File: src/rtl/qt_pkg.sv
package qt_pkg;
  // Byte address of the first doorbell register
  localparam int unsigned DB_BASE = 32'h1000;
  // Two doorbells (submission tail, completion head) per queue pair
  localparam int unsigned DB_PAIR_SHIFT = 3;

  typedef enum logic {
    SIDE_SQ = 1'b0,
    SIDE_CQ = 1'b1
  } ring_side_e;
endpackage

File: src/rtl/qt_db_decode.sv
module qt_db_decode
  import qt_pkg::*;
#(
  parameter int ADDR_W = 16,
  parameter int NUM_QP = 4,
  localparam int QID_W = (NUM_QP > 1) ? $clog2(NUM_QP) : 1
) (
  input  logic [ADDR_W-1:0] addr,
  output logic              hit,
  output logic [QID_W-1:0]  qid,
  output ring_side_e        side
);
  localparam int SEL_W = ADDR_W - DB_PAIR_SHIFT;

  logic [ADDR_W-1:0] off;
  logic [SEL_W-1:0]  pair_sel;
  logic              below;

  always_comb begin
    below    = addr < ADDR_W'(DB_BASE);
    off      = addr - ADDR_W'(DB_BASE);
    pair_sel = off[ADDR_W-1:DB_PAIR_SHIFT];
    side     = off[2] ? SIDE_CQ : SIDE_SQ;
    qid      = pair_sel[QID_W-1:0];
    hit      = !below && (off[1:0] == 2'b00) && (pair_sel < SEL_W'(NUM_QP));
  end
endmodule

File: src/rtl/qt_ring.sv
module qt_ring #(
  parameter int PTR_W          = 16,
  parameter int MAX_ENTRIES    = 65536,
  parameter bit HOST_PRODUCES  = 1'b1
) (
  input  logic             clk,
  input  logic             rst_n,
  input  logic             cfg_we,
  input  logic [PTR_W-1:0] cfg_size,
  input  logic             db_we,
  input  logic [PTR_W-1:0] db_val,
  input  logic             adv,
  output logic             cfg_bad,
  output logic             db_bad,
  output logic             adv_bad,
  output logic             empty,
  output logic             full,
  output logic [PTR_W-1:0] count,
  output logic [PTR_W-1:0] slot
);
  localparam int CNT_W = PTR_W + 1;
  localparam logic [CNT_W-1:0] MAX_FIELD = CNT_W'(MAX_ENTRIES - 1);

  logic             live_q;
  logic [PTR_W-1:0] last_q;   // entries minus one
  logic [PTR_W-1:0] prod_q;
  logic [PTR_W-1:0] cons_q;
  logic [CNT_W-1:0] n_ent;
  logic [PTR_W-1:0] db_gap;
  logic             cfg_ok, db_ok, adv_ok;

  function automatic logic [PTR_W-1:0] ring_gap(
    input logic [PTR_W-1:0] from_p,
    input logic [PTR_W-1:0] to_p,
    input logic [CNT_W-1:0] n
  );
    logic [CNT_W-1:0] d;
    if (to_p >= from_p) d = {1'b0, to_p} - {1'b0, from_p};
    else                d = {1'b0, to_p} + n - {1'b0, from_p};
    return d[PTR_W-1:0];
  endfunction

  function automatic logic [PTR_W-1:0] step(
    input logic [PTR_W-1:0] p,
    input logic [PTR_W-1:0] last
  );
    return (p == last) ? '0 : p + 1'b1;
  endfunction

  always_comb begin
    n_ent  = {1'b0, last_q} + 1'b1;
    count  = ring_gap(cons_q, prod_q, n_ent);
    empty  = (count == '0);
    full   = live_q && (count == last_q);
    slot   = HOST_PRODUCES ? cons_q : prod_q;
    db_gap = ring_gap(cons_q, db_val, n_ent);

    cfg_bad = cfg_we && ((cfg_size == '0) || ({1'b0, cfg_size} > MAX_FIELD));
    cfg_ok  = cfg_we && !cfg_bad;

    if (HOST_PRODUCES)
      db_bad = db_we && (!live_q || (db_val > last_q) || (db_gap < count));
    else
      db_bad = db_we && (!live_q || (db_val > last_q) || (db_gap > count));
    db_ok = db_we && !db_bad && !cfg_ok;

    adv_bad = adv && (!live_q || (HOST_PRODUCES ? empty : full));
    adv_ok  = adv && !adv_bad && !cfg_ok;
  end

  always_ff @(posedge clk or negedge rst_n) begin
    if (!rst_n) begin
      live_q <= 1'b0;
      last_q <= '0;
    end else if (cfg_ok) begin
      live_q <= 1'b1;
      last_q <= cfg_size;
    end
  end

  generate
    if (HOST_PRODUCES) begin : g_host_prod
      // Host writes the producer index, controller consumes
      always_ff @(posedge clk or negedge rst_n) begin
        if (!rst_n) begin
          prod_q <= '0;
          cons_q <= '0;
        end else if (cfg_ok) begin
          prod_q <= '0;
          cons_q <= '0;
        end else begin
          if (db_ok)  prod_q <= db_val;
          if (adv_ok) cons_q <= step(cons_q, last_q);
        end
      end
    end else begin : g_host_cons
      // Controller produces, host writes the consumer index
      always_ff @(posedge clk or negedge rst_n) begin
        if (!rst_n) begin
          prod_q <= '0;
          cons_q <= '0;
        end else if (cfg_ok) begin
          prod_q <= '0;
          cons_q <= '0;
        end else begin
          if (adv_ok) prod_q <= step(prod_q, last_q);
          if (db_ok)  cons_q <= db_val;
        end
      end
    end
  endgenerate
endmodule

File: src/rtl/queue_tracker.sv
module queue_tracker
  import qt_pkg::*;
#(
  parameter int NUM_QP    = 4,
  parameter int PTR_W     = 16,
  parameter int ADDR_W    = 16,
  parameter int ADMIN_MAX = 4096,
  parameter int IO_MAX    = 65536,
  localparam int QID_W    = (NUM_QP > 1) ? $clog2(NUM_QP) : 1
) (
  input  logic                    clk,
  input  logic                    rst_n,
  input  logic                    cfg_we,
  input  logic [QID_W-1:0]        cfg_qid,
  input  logic                    cfg_cq,
  input  logic [PTR_W-1:0]        cfg_size,
  output logic                    cfg_err,
  input  logic                    db_valid,
  output logic                    db_ready,
  input  logic [ADDR_W-1:0]       db_addr,
  input  logic [PTR_W-1:0]        db_data,
  output logic                    db_err,
  input  logic [NUM_QP-1:0]       sq_adv,
  input  logic [NUM_QP-1:0]       cq_adv,
  output logic                    adv_err,
  output logic [NUM_QP-1:0]       sq_empty,
  output logic [NUM_QP-1:0]       sq_full,
  output logic [NUM_QP-1:0]       cq_empty,
  output logic [NUM_QP-1:0]       cq_full,
  output logic [NUM_QP*PTR_W-1:0] sq_count,
  output logic [NUM_QP*PTR_W-1:0] cq_count,
  output logic [NUM_QP*PTR_W-1:0] sq_slot,
  output logic [NUM_QP*PTR_W-1:0] cq_slot
);
  logic             db_fire;
  logic             db_hit;
  logic [QID_W-1:0] db_qid;
  ring_side_e       db_side;
  logic             cfg_range_bad;

  logic [NUM_QP-1:0] sq_cfg_bad, cq_cfg_bad;
  logic [NUM_QP-1:0] sq_db_bad,  cq_db_bad;
  logic [NUM_QP-1:0] sq_adv_bad, cq_adv_bad;

  assign db_fire       = db_valid && db_ready;
  assign cfg_range_bad = {1'b0, cfg_qid} >= (QID_W+1)'(NUM_QP);

  qt_db_decode #(
    .ADDR_W (ADDR_W),
    .NUM_QP (NUM_QP)
  ) u_decode (
    .addr (db_addr),
    .hit  (db_hit),
    .qid  (db_qid),
    .side (db_side)
  );

  generate
    for (genvar q = 0; q < NUM_QP; q++) begin : g_pair
      localparam int LIMIT = (q == 0) ? ADMIN_MAX : IO_MAX;
      logic sel_cfg, sel_db;
      assign sel_cfg = cfg_we && (cfg_qid == QID_W'(q));
      assign sel_db  = db_fire && db_hit && (db_qid == QID_W'(q));

      qt_ring #(
        .PTR_W         (PTR_W),
        .MAX_ENTRIES   (LIMIT),
        .HOST_PRODUCES (1'b1)
      ) u_sq (
        .clk      (clk),
        .rst_n    (rst_n),
        .cfg_we   (sel_cfg && !cfg_cq),
        .cfg_size (cfg_size),
        .db_we    (sel_db && (db_side == SIDE_SQ)),
        .db_val   (db_data),
        .adv      (sq_adv[q]),
        .cfg_bad  (sq_cfg_bad[q]),
        .db_bad   (sq_db_bad[q]),
        .adv_bad  (sq_adv_bad[q]),
        .empty    (sq_empty[q]),
        .full     (sq_full[q]),
        .count    (sq_count[q*PTR_W +: PTR_W]),
        .slot     (sq_slot[q*PTR_W +: PTR_W])
      );

      qt_ring #(
        .PTR_W         (PTR_W),
        .MAX_ENTRIES   (LIMIT),
        .HOST_PRODUCES (1'b0)
      ) u_cq (
        .clk      (clk),
        .rst_n    (rst_n),
        .cfg_we   (sel_cfg && cfg_cq),
        .cfg_size (cfg_size),
        .db_we    (sel_db && (db_side == SIDE_CQ)),
        .db_val   (db_data),
        .adv      (cq_adv[q]),
        .cfg_bad  (cq_cfg_bad[q]),
        .db_bad   (cq_db_bad[q]),
        .adv_bad  (cq_adv_bad[q]),
        .empty    (cq_empty[q]),
        .full     (cq_full[q]),
        .count    (cq_count[q*PTR_W +: PTR_W]),
        .slot     (cq_slot[q*PTR_W +: PTR_W])
      );
    end
  endgenerate

  always_ff @(posedge clk or negedge rst_n) begin
    if (!rst_n) begin
      db_ready <= 1'b0;
      db_err   <= 1'b0;
      adv_err  <= 1'b0;
      cfg_err  <= 1'b0;
    end else begin
      db_ready <= 1'b1;
      db_err   <= db_fire && (!db_hit || (|sq_db_bad) || (|cq_db_bad));
      adv_err  <= (|sq_adv_bad) || (|cq_adv_bad);
      cfg_err  <= cfg_we && (cfg_range_bad || (|sq_cfg_bad) || (|cq_cfg_bad));
    end
  end
endmodule

File: config.mk
export PLATFORM = sky130hd
export DESIGN_NAME = queue_tracker
export DESIGN_NICKNAME = d
export VERILOG_FILES = /design/src/rtl/qt_pkg.sv /design/src/rtl/qt_db_decode.sv /design/src/rtl/qt_ring.sv /design/src/rtl/queue_tracker.sv
export SDC_FILE = /design/constraint.sdc
export NUM_CORES = 2
export LEC_CHECK = 0
export BUFFER_PORTS_ARGS = -buffer_cell sky130_fd_sc_hd__buf_2
export CORE_UTILIZATION = 60
export CTS_BUF_LIST = sky130_fd_sc_hd__clkbuf_8
export CTS_CLUSTER_DIAMETER = 200
export DETAILED_ROUTE_END_ITERATION = 6
export PLACE_DENSITY = 0.89
export SLEW_MARGIN = 10
export SYNTH_ARGS = -nofsm -noshare
export SYNTH_HDL_FRONTEND = slang
export SYNTH_HIERARCHICAL = 1
export SYNTH_SLANG_ARGS = --single-unit
export TNS_END_PERCENT = 20
File: constraint.sdc
create_clock -name clk -period 8 [get_ports clk]
set_input_delay 0.4 -clock clk [delete_from_list [all_inputs] [get_ports clk]]
set_output_delay 0.4 -clock clk [all_outputs]
set_load 0.02 [all_outputs]
* Word level (Yosys, flattened, before mapping)
Index checks and enable logic that the tools add are counted. W data, S select, Z words.
Word-level totals: word-level logic and storage cells 424, bits in registers 396, input bits 63, output and inout port bits 276
Operators by class: equality and inequality tests 22, $lt $le $gt $ge 35, muxes and demuxes 57, reductions and logical operators 208, bitwise operators 1, $add $sub $neg 65
Operators with widths (number):
- $mux W16 | 56
- $sub A16 B16 Y16 | 32
- $add A16 B1 Y16 const B | 16
- $add A16 B16 Y16 | 16
- $eq A16 B16 Y1 | 16
- $ge A16 B16 Y1 | 16
- $gt A16 B16 Y1 | 12
- $logic_not A16 Y1 | 9
- $logic_and A1 B1 Y1 | 102
- $lt A16 B16 Y1 | 4
- $logic_not A1 Y1 | 43
- $reduce_bool A2 Y1 | 16
- $logic_or A1 B1 Y1 | 29
- $reduce_or A4 Y1 | 6
- $gt A16 B12 Y1 const B | 1
- $lt A16 B13 Y1 const B | 1
- $sub A16 B13 Y16 const B | 1
- $lt A13 B3 Y1 const B | 1
- $eq A2 B2 Y1 const B | 4
- $logic_not A2 Y1 | 3
- $eq A2 B1 Y1 const B | 2
- $mux W1 | 1
- $not A1 Y1 | 1

* Depth between registers and ports, before layout
depth in word-level cells 13, depth in mapped cells 30, mapped depth without buffers 29

* By module
The synthesis kept the hierarchy.
By module, submodules not included:
- qt_ring at g_pair[3].u_cq | times used 1, seq. area each 1226.2 um2, area each 8640.8 um2, cells an instance 1108
- qt_ring at g_pair[0].u_cq | times used 1, seq. area each 1226.2 um2, area each 8603.3 um2, cells an instance 1102
- qt_ring at g_pair[1].u_cq | times used 1, seq. area each 1226.2 um2, area each 8602.0 um2, cells an instance 1081
- qt_ring at g_pair[2].u_cq | times used 1, seq. area each 1226.2 um2, area each 8498.2 um2, cells an instance 1075
- qt_ring at g_pair[1].u_sq | times used 1, seq. area each 1226.2 um2, area each 8011.4 um2, cells an instance 1020
- qt_ring at g_pair[2].u_sq | times used 1, seq. area each 1226.2 um2, area each 7957.6 um2, cells an instance 982
- qt_ring at g_pair[3].u_sq | times used 1, seq. area each 1226.2 um2, area each 7861.3 um2, cells an instance 999
- qt_ring at g_pair[0].u_sq | times used 1, seq. area each 1226.2 um2, area each 7795.0 um2, cells an instance 984
- queue_tracker | times used 1, seq. area each 100.1 um2, area each 317.8 um2, cells an instance 42
- qt_db_decode | times used 1, seq. area each 0.0 um2, area each 61.3 um2, cells an instance 8

* Worst setup path before layout
Ideal clock, no wire load.
kind flip-flop to flip-flop, from reg g_pair[3].u_cq.last_q[2], to reg g_pair[3].u_cq.cons_q[10], path slack 1.758 ns, arrival time 6.163 ns, buffers on the path 2, library setup time 0.079 ns, stages on the path, launching flop included 29, required time 7.921 ns, period minus slack after synthesis 6.242 ns, cells stage by stage dfrtp_1 clkbuf_1 inv_1 nor3_1 nand3_1 nor2_1 nand2_1 xnor2_1 fa_1 inv_1 ha_1 a21oi_1 nand2_1 o31ai_1 xor2_1 o21ai_0 inv_1 ha_1 a21o_1 a21o_1 a21oi_1 nor2_1 a211oi_1 a21boi_0 a221oi_1 o21bai_2 a211oi_4 buf_8 mux2i_1
On the way: longest elaborated chain between the ends 11, elaborated cells on any way between the ends 16, those cells by class 5 x add/sub; 2 x order compare; 2 x mux; 7 x reduce/logical
Ends and longest elaborated chain:
- from (decl) | RTL line qt_ring.sv:25 | logic [PTR_W-1:0] last_q;
- from (signal assigned) | RTL line qt_ring.sv:77 | last_q <= cfg_size;
- $add A16 B1 Y16 | RTL line qt_ring.sv:51 | n_ent = {1'b0, last_q} + 1'b1;
- $add A16 B16 Y16 | RTL line qt_ring.sv:39 | else d = {1'b0, to_p} + n - {1'b0, from_p};
- $sub A16 B16 Y16 | RTL line qt_ring.sv:39
- $mux W16 | RTL line qt_ring.sv:38 | if (to_p >= from_p) d = {1'b0, to_p} - {1'b0, from_p};
- net cq_count[57] | RTL line queue_tracker.sv:31 | output logic [NUM_QP*PTR_W-1:0] cq_count,
- $gt A16 B16 Y1 | RTL line qt_ring.sv:64 | db_bad = db_we && (!live_q || (db_val > last_q) || (db_gap > count));
- $logic_or A1 B1 Y1 | RTL line qt_ring.sv:64
- $logic_and A1 B1 Y1 | RTL line qt_ring.sv:64
- $logic_not A1 Y1 | RTL line qt_ring.sv:65 | db_ok = db_we && !db_bad && !cfg_ok;
- $logic_and A1 B1 Y1 (2 in a row) | RTL line qt_ring.sv:65
- $reduce_bool A2 Y1 (no source line)
- to (signal assigned) | RTL line qt_ring.sv:107 | if (db_ok) cons_q <= db_val;
- to (decl) | RTL line qt_ring.sv:27 | logic [PTR_W-1:0] cons_q;
The timed path passes the listed nets, and every way through them passes these cells. A chain may end at the register's enable or synchronous reset.

* Worst setup path in the final report
from reg g_pair[3].u_cq.last_q[2], to reg db_err
On the way: longest elaborated chain between the ends 10, elaborated cells on any way between the ends 15, those cells by class 5 x add/sub; 2 x order compare; 2 x mux; 6 x reduce/logical
Ends and longest elaborated chain:
- $add A16 B1 Y16 | RTL line qt_ring.sv:51
- $add A16 B16 Y16 | RTL line qt_ring.sv:39
- $sub A16 B16 Y16 | RTL line qt_ring.sv:39
- $mux W16 | RTL line qt_ring.sv:38
- $gt A16 B16 Y1 | RTL line qt_ring.sv:64
- $logic_or A1 B1 Y1 (*) | RTL line qt_ring.sv:64
- $logic_and A1 B1 Y1 (*) | RTL line qt_ring.sv:64
- net cq_db_bad[3] | RTL line queue_tracker.sv:42 | logic [NUM_QP-1:0] sq_db_bad, cq_db_bad;
- $reduce_or A4 Y1 (*) | RTL line queue_tracker.sv:117 | db_err <= db_fire && (!db_hit || (|sq_db_bad) || (|cq_db_bad));
- $logic_or A1 B1 Y1 (*) | RTL line queue_tracker.sv:117
- $logic_and A1 B1 Y1 (*) | RTL line queue_tracker.sv:117
- to (signal assigned) | RTL line queue_tracker.sv:117
- to (decl) | RTL line queue_tracker.sv:22 | output logic db_err,
The timed path passes the listed nets; every way through them passes the cells marked *.

==> summary.md <==
| Metric | Value |
|---|---|
| Crit-path max FO | `7` |
| Clock Path Buffers | `3` |
| WP data required | `8.58 ns` |
| Number of global-route vias before repair | `64300` |
| Hold_buf cts | `3` |
| Width of the die | `335 um` |
| Tot Pwr | `28.0 mW` |
| DP HPWL | `201000 um` |
| Die height | `335 um` |
| Post-Syn Area per Cell | `7.90 um2` |
| Mapped Area | `66300 um2` |
| Post-Place Cells | `10100` |
| Tightest Pin Transition | `1.38 ns` |
| Status | `finished with violations` |
| Yosys warns | `6` |
| RSZ-0062 raised after global routing | `false` |
| Fin. Hold Viols | `0` |
| Routed WL per cell | `25.1 um` |
| Flops & latches, synth | `396` |
| Final instance area | `71400 um2` |
| Post-CTS Setup Bufs | `0` |
| Number of antenna violations at the first check in global routing | `7` |
| Worst hold path class | `in -> reg` |
| Primary FF master, synth | `dfrtp_1` |
| Failing checks | `DRC` |
| P&R area growth vs syn | `7.67%` |
| Critical Path Source Type | `flop` |
| Initial core utilization | `0.607` |
| Pleak | `33.7 nW` |
| First-pass GRT wire length | `383000 um` |
| Rows | `121` |
| GRT overflow | `0` |
| Yosys cell types | `151` |
| Fin. max-slew vios | `0` |
| Synthesized Nets | `9484` |
| Mapped Cells | `8401` |
| Die area | `112000 um2` |
| Fin crit share | `0.908` |
| Gr usage total | `0.447` |
| Placed cell areas | `69500 um2` |
| TritonCTS buffer count | `80` |
| CP Capture Type | `flop` |
| Register area share after synthesis | `0.149` |
| Cell Pwr Density | `393 nW/um2` |
| Root buffer cell | `clkbuf_8` |
| Post-cts resize count | `0` |
| Total wire length | `256000 um` |
| Pin count of the biggest net entering global routing | `144` |
| Htree depth | `3` |
| Max Freq | `138 MHz` |
| Clk Latency, worst-skew pair | `0.76 ns` |
| MaxCap Viol Count | `0` |
| Clock tree from TritonCTS | `yes` |
| Final min period | `7.26 ns` |
| DRC | `2` |
| Fillers | `9603` |
| Final Hold Slack | `0.0879 ns` |
| IO buf count | `338` |
| R2r setup slk | `0.74 ns` |
| Worst Path Arrival | `7.84 ns` |
| Final cell count without fillers | `10200` |
| Maximum VDD drop | `0.383 mV` |
| # setup viols final | `0` |
| Number of flops mapped to enable cells by yosys | `0` |
| Vias | `67600` |
| Critical path type | `reg -> reg` |
| Routability-driven placement congestion ratio | `1.09` |
| Clk_skew | `0.0441 ns` |
| CP max-delay cell | `dfrtp_1` |
| Initial DRC count | `7726` |
| Final nets | `9744` |
| Async SR Flop Fraction | `1.00` |
| Slew HR | `0.0671` |
| Clk sink count | `396` |
| I/O pin cnt | `339` |
| Layout cells sized above 1 | `0.0972` |
| Core ar. | `109000 um2` |
| Setup TNS | `0 ns` |
| CP max stage delay | `0.49 ns` |
| Via/cell ratio | `6.62` |
| Clock transition at path regs | `0.06 ns` |
| Final ANT Viol Nets | `0` |
| Drt pass-1 iters | `7` |
==> cells in the final DEF, fill, tap and decap left out, drive strengths merged, types with 93 or more instances in the layout <==
cell type,count
nor2,459
o21a,100
nor3,151
nand2,689
buf,446
clkbuf,100
nand3,271
xor2,192
dfrtp,396
a211oi,93
ha,764
and3,98
nand4,181
a21oi,556
fa,256
nor4,119
a21o,193
inv,1205
mux2i,137
xnor2,530
o21ai,534
==> metal layers <==
layer / track usage / vias up / wire length (um)
met4: 0.287 / 4 / 18900
met5: 0 / - / 30
li1: - / 30200 / -
met3: 0.119 / 990 / 32500
met1: 0.573 / 32000 / 98100
met2: 0.663 / 4350 / 107000
==> state kept, by name (all words and copies together), names as in the netlist, 4 cells and up <==
name                count
g_pair.u_cq/cons_q     64
g_pair.u_cq/last_q     64
g_pair.u_cq/slot       64
g_pair.u_sq/last_q     64
g_pair.u_sq/prod_q     64
g_pair.u_sq/slot       64
g_pair.u_cq/live_q      4
g_pair.u_sq/live_q      4
==> cell usage after synthesis (144+ instances only) <==
library cell,count,area [um2]
a21oi_1,542,2710
o21ai_0,472,2360
nor3_1,144,721
ha_1,764,9560
fa_1,256,5120
nor2_1,458,1720
clkbuf_1,159,597
inv_1,1185,4450
dfrtp_1,396,9910
a21o_1,193,1450
nand4_1,175,1090
nand3_1,270,1350
xnor2_1,527,4620
xor2_1,188,1650
nand2_1,689,2590
==> cell families (layout without fill, tap and decap cells) <==
logic type      after synthesis  after routing  synth area share
simple gates               2399           2399             0.183
xor+xnor                    748            748             0.105
fa+ha+maj                  1021           1021             0.221
mux                         181            181            0.0288
compound gates             2191           2191             0.224
flops                       396            396             0.149
buf+inv                    1464           1786            0.0875
other cells                   1             10         0.0000565
==> through the flow <==
step,utilization,worst slack [ns]
floorplan,-,1.76
global placement,0.636,1.21
detailed placement,0.636,1.06
CTS,0.653,0.967
global route,0.653,0.279
finish,0.654,0.739
==> worst max-delay path, delay by kind of cell, from the launching register on <==
family | cells | cell delay (ns)
AO/OA/AOI/OAI | 10 | 2.42
adder cells (fa/ha/maj) | 3 | 1.10
AND/OR/NAND/NOR | 11 | 2.13
XOR/XNOR | 2 | 0.65
buffers and inverters | 3 | 0.30
flip-flops | 1 | 0.49
==> area by class of cell <==
class	instances	area, um2	share of cell area
inverters	1193	4480	0.0627
flip-flops and latches	396	9910	0.139
clock inverters	44	520	0.00729
diodes	9	22.5	0.000315
repair buffers	449	2590	0.0363
multi-input cells	6541	50700	0.710
clock buffers	100	1380	0.0193
well taps	1476	1850	0.0259
==> worst paths after layout <==
kind | end | startpoint | cells after the start
worst min-delay path | g_pair[0].u_sq/prod_q[4] | db_data[4] | 3
worst max register to register | db_err | g_pair[3].u_cq/last_q[2] | 29
min in group asynchronous | g_pair[1].u_sq/slot[11] | rst_n | 2
worst min register to register | g_pair[2].u_cq/cons_q[14] | g_pair[2].u_cq/cons_q[14] | 2
worst max-delay path | db_err | g_pair[3].u_cq/last_q[2] | 29
max in group asynchronous | g_pair[2].u_cq/slot[6] | rst_n | 3
==> power breakdown <==
part | switching, mW | total [mW] | internal (mW)
Sequential | 0.595 | 2.81 | 2.22
Combinational | 14.4 | 22.6 | 8.21
Clock | 1.12 | 2.63 | 1.52
Note: power is estimated with default switching activity, not from simulation.
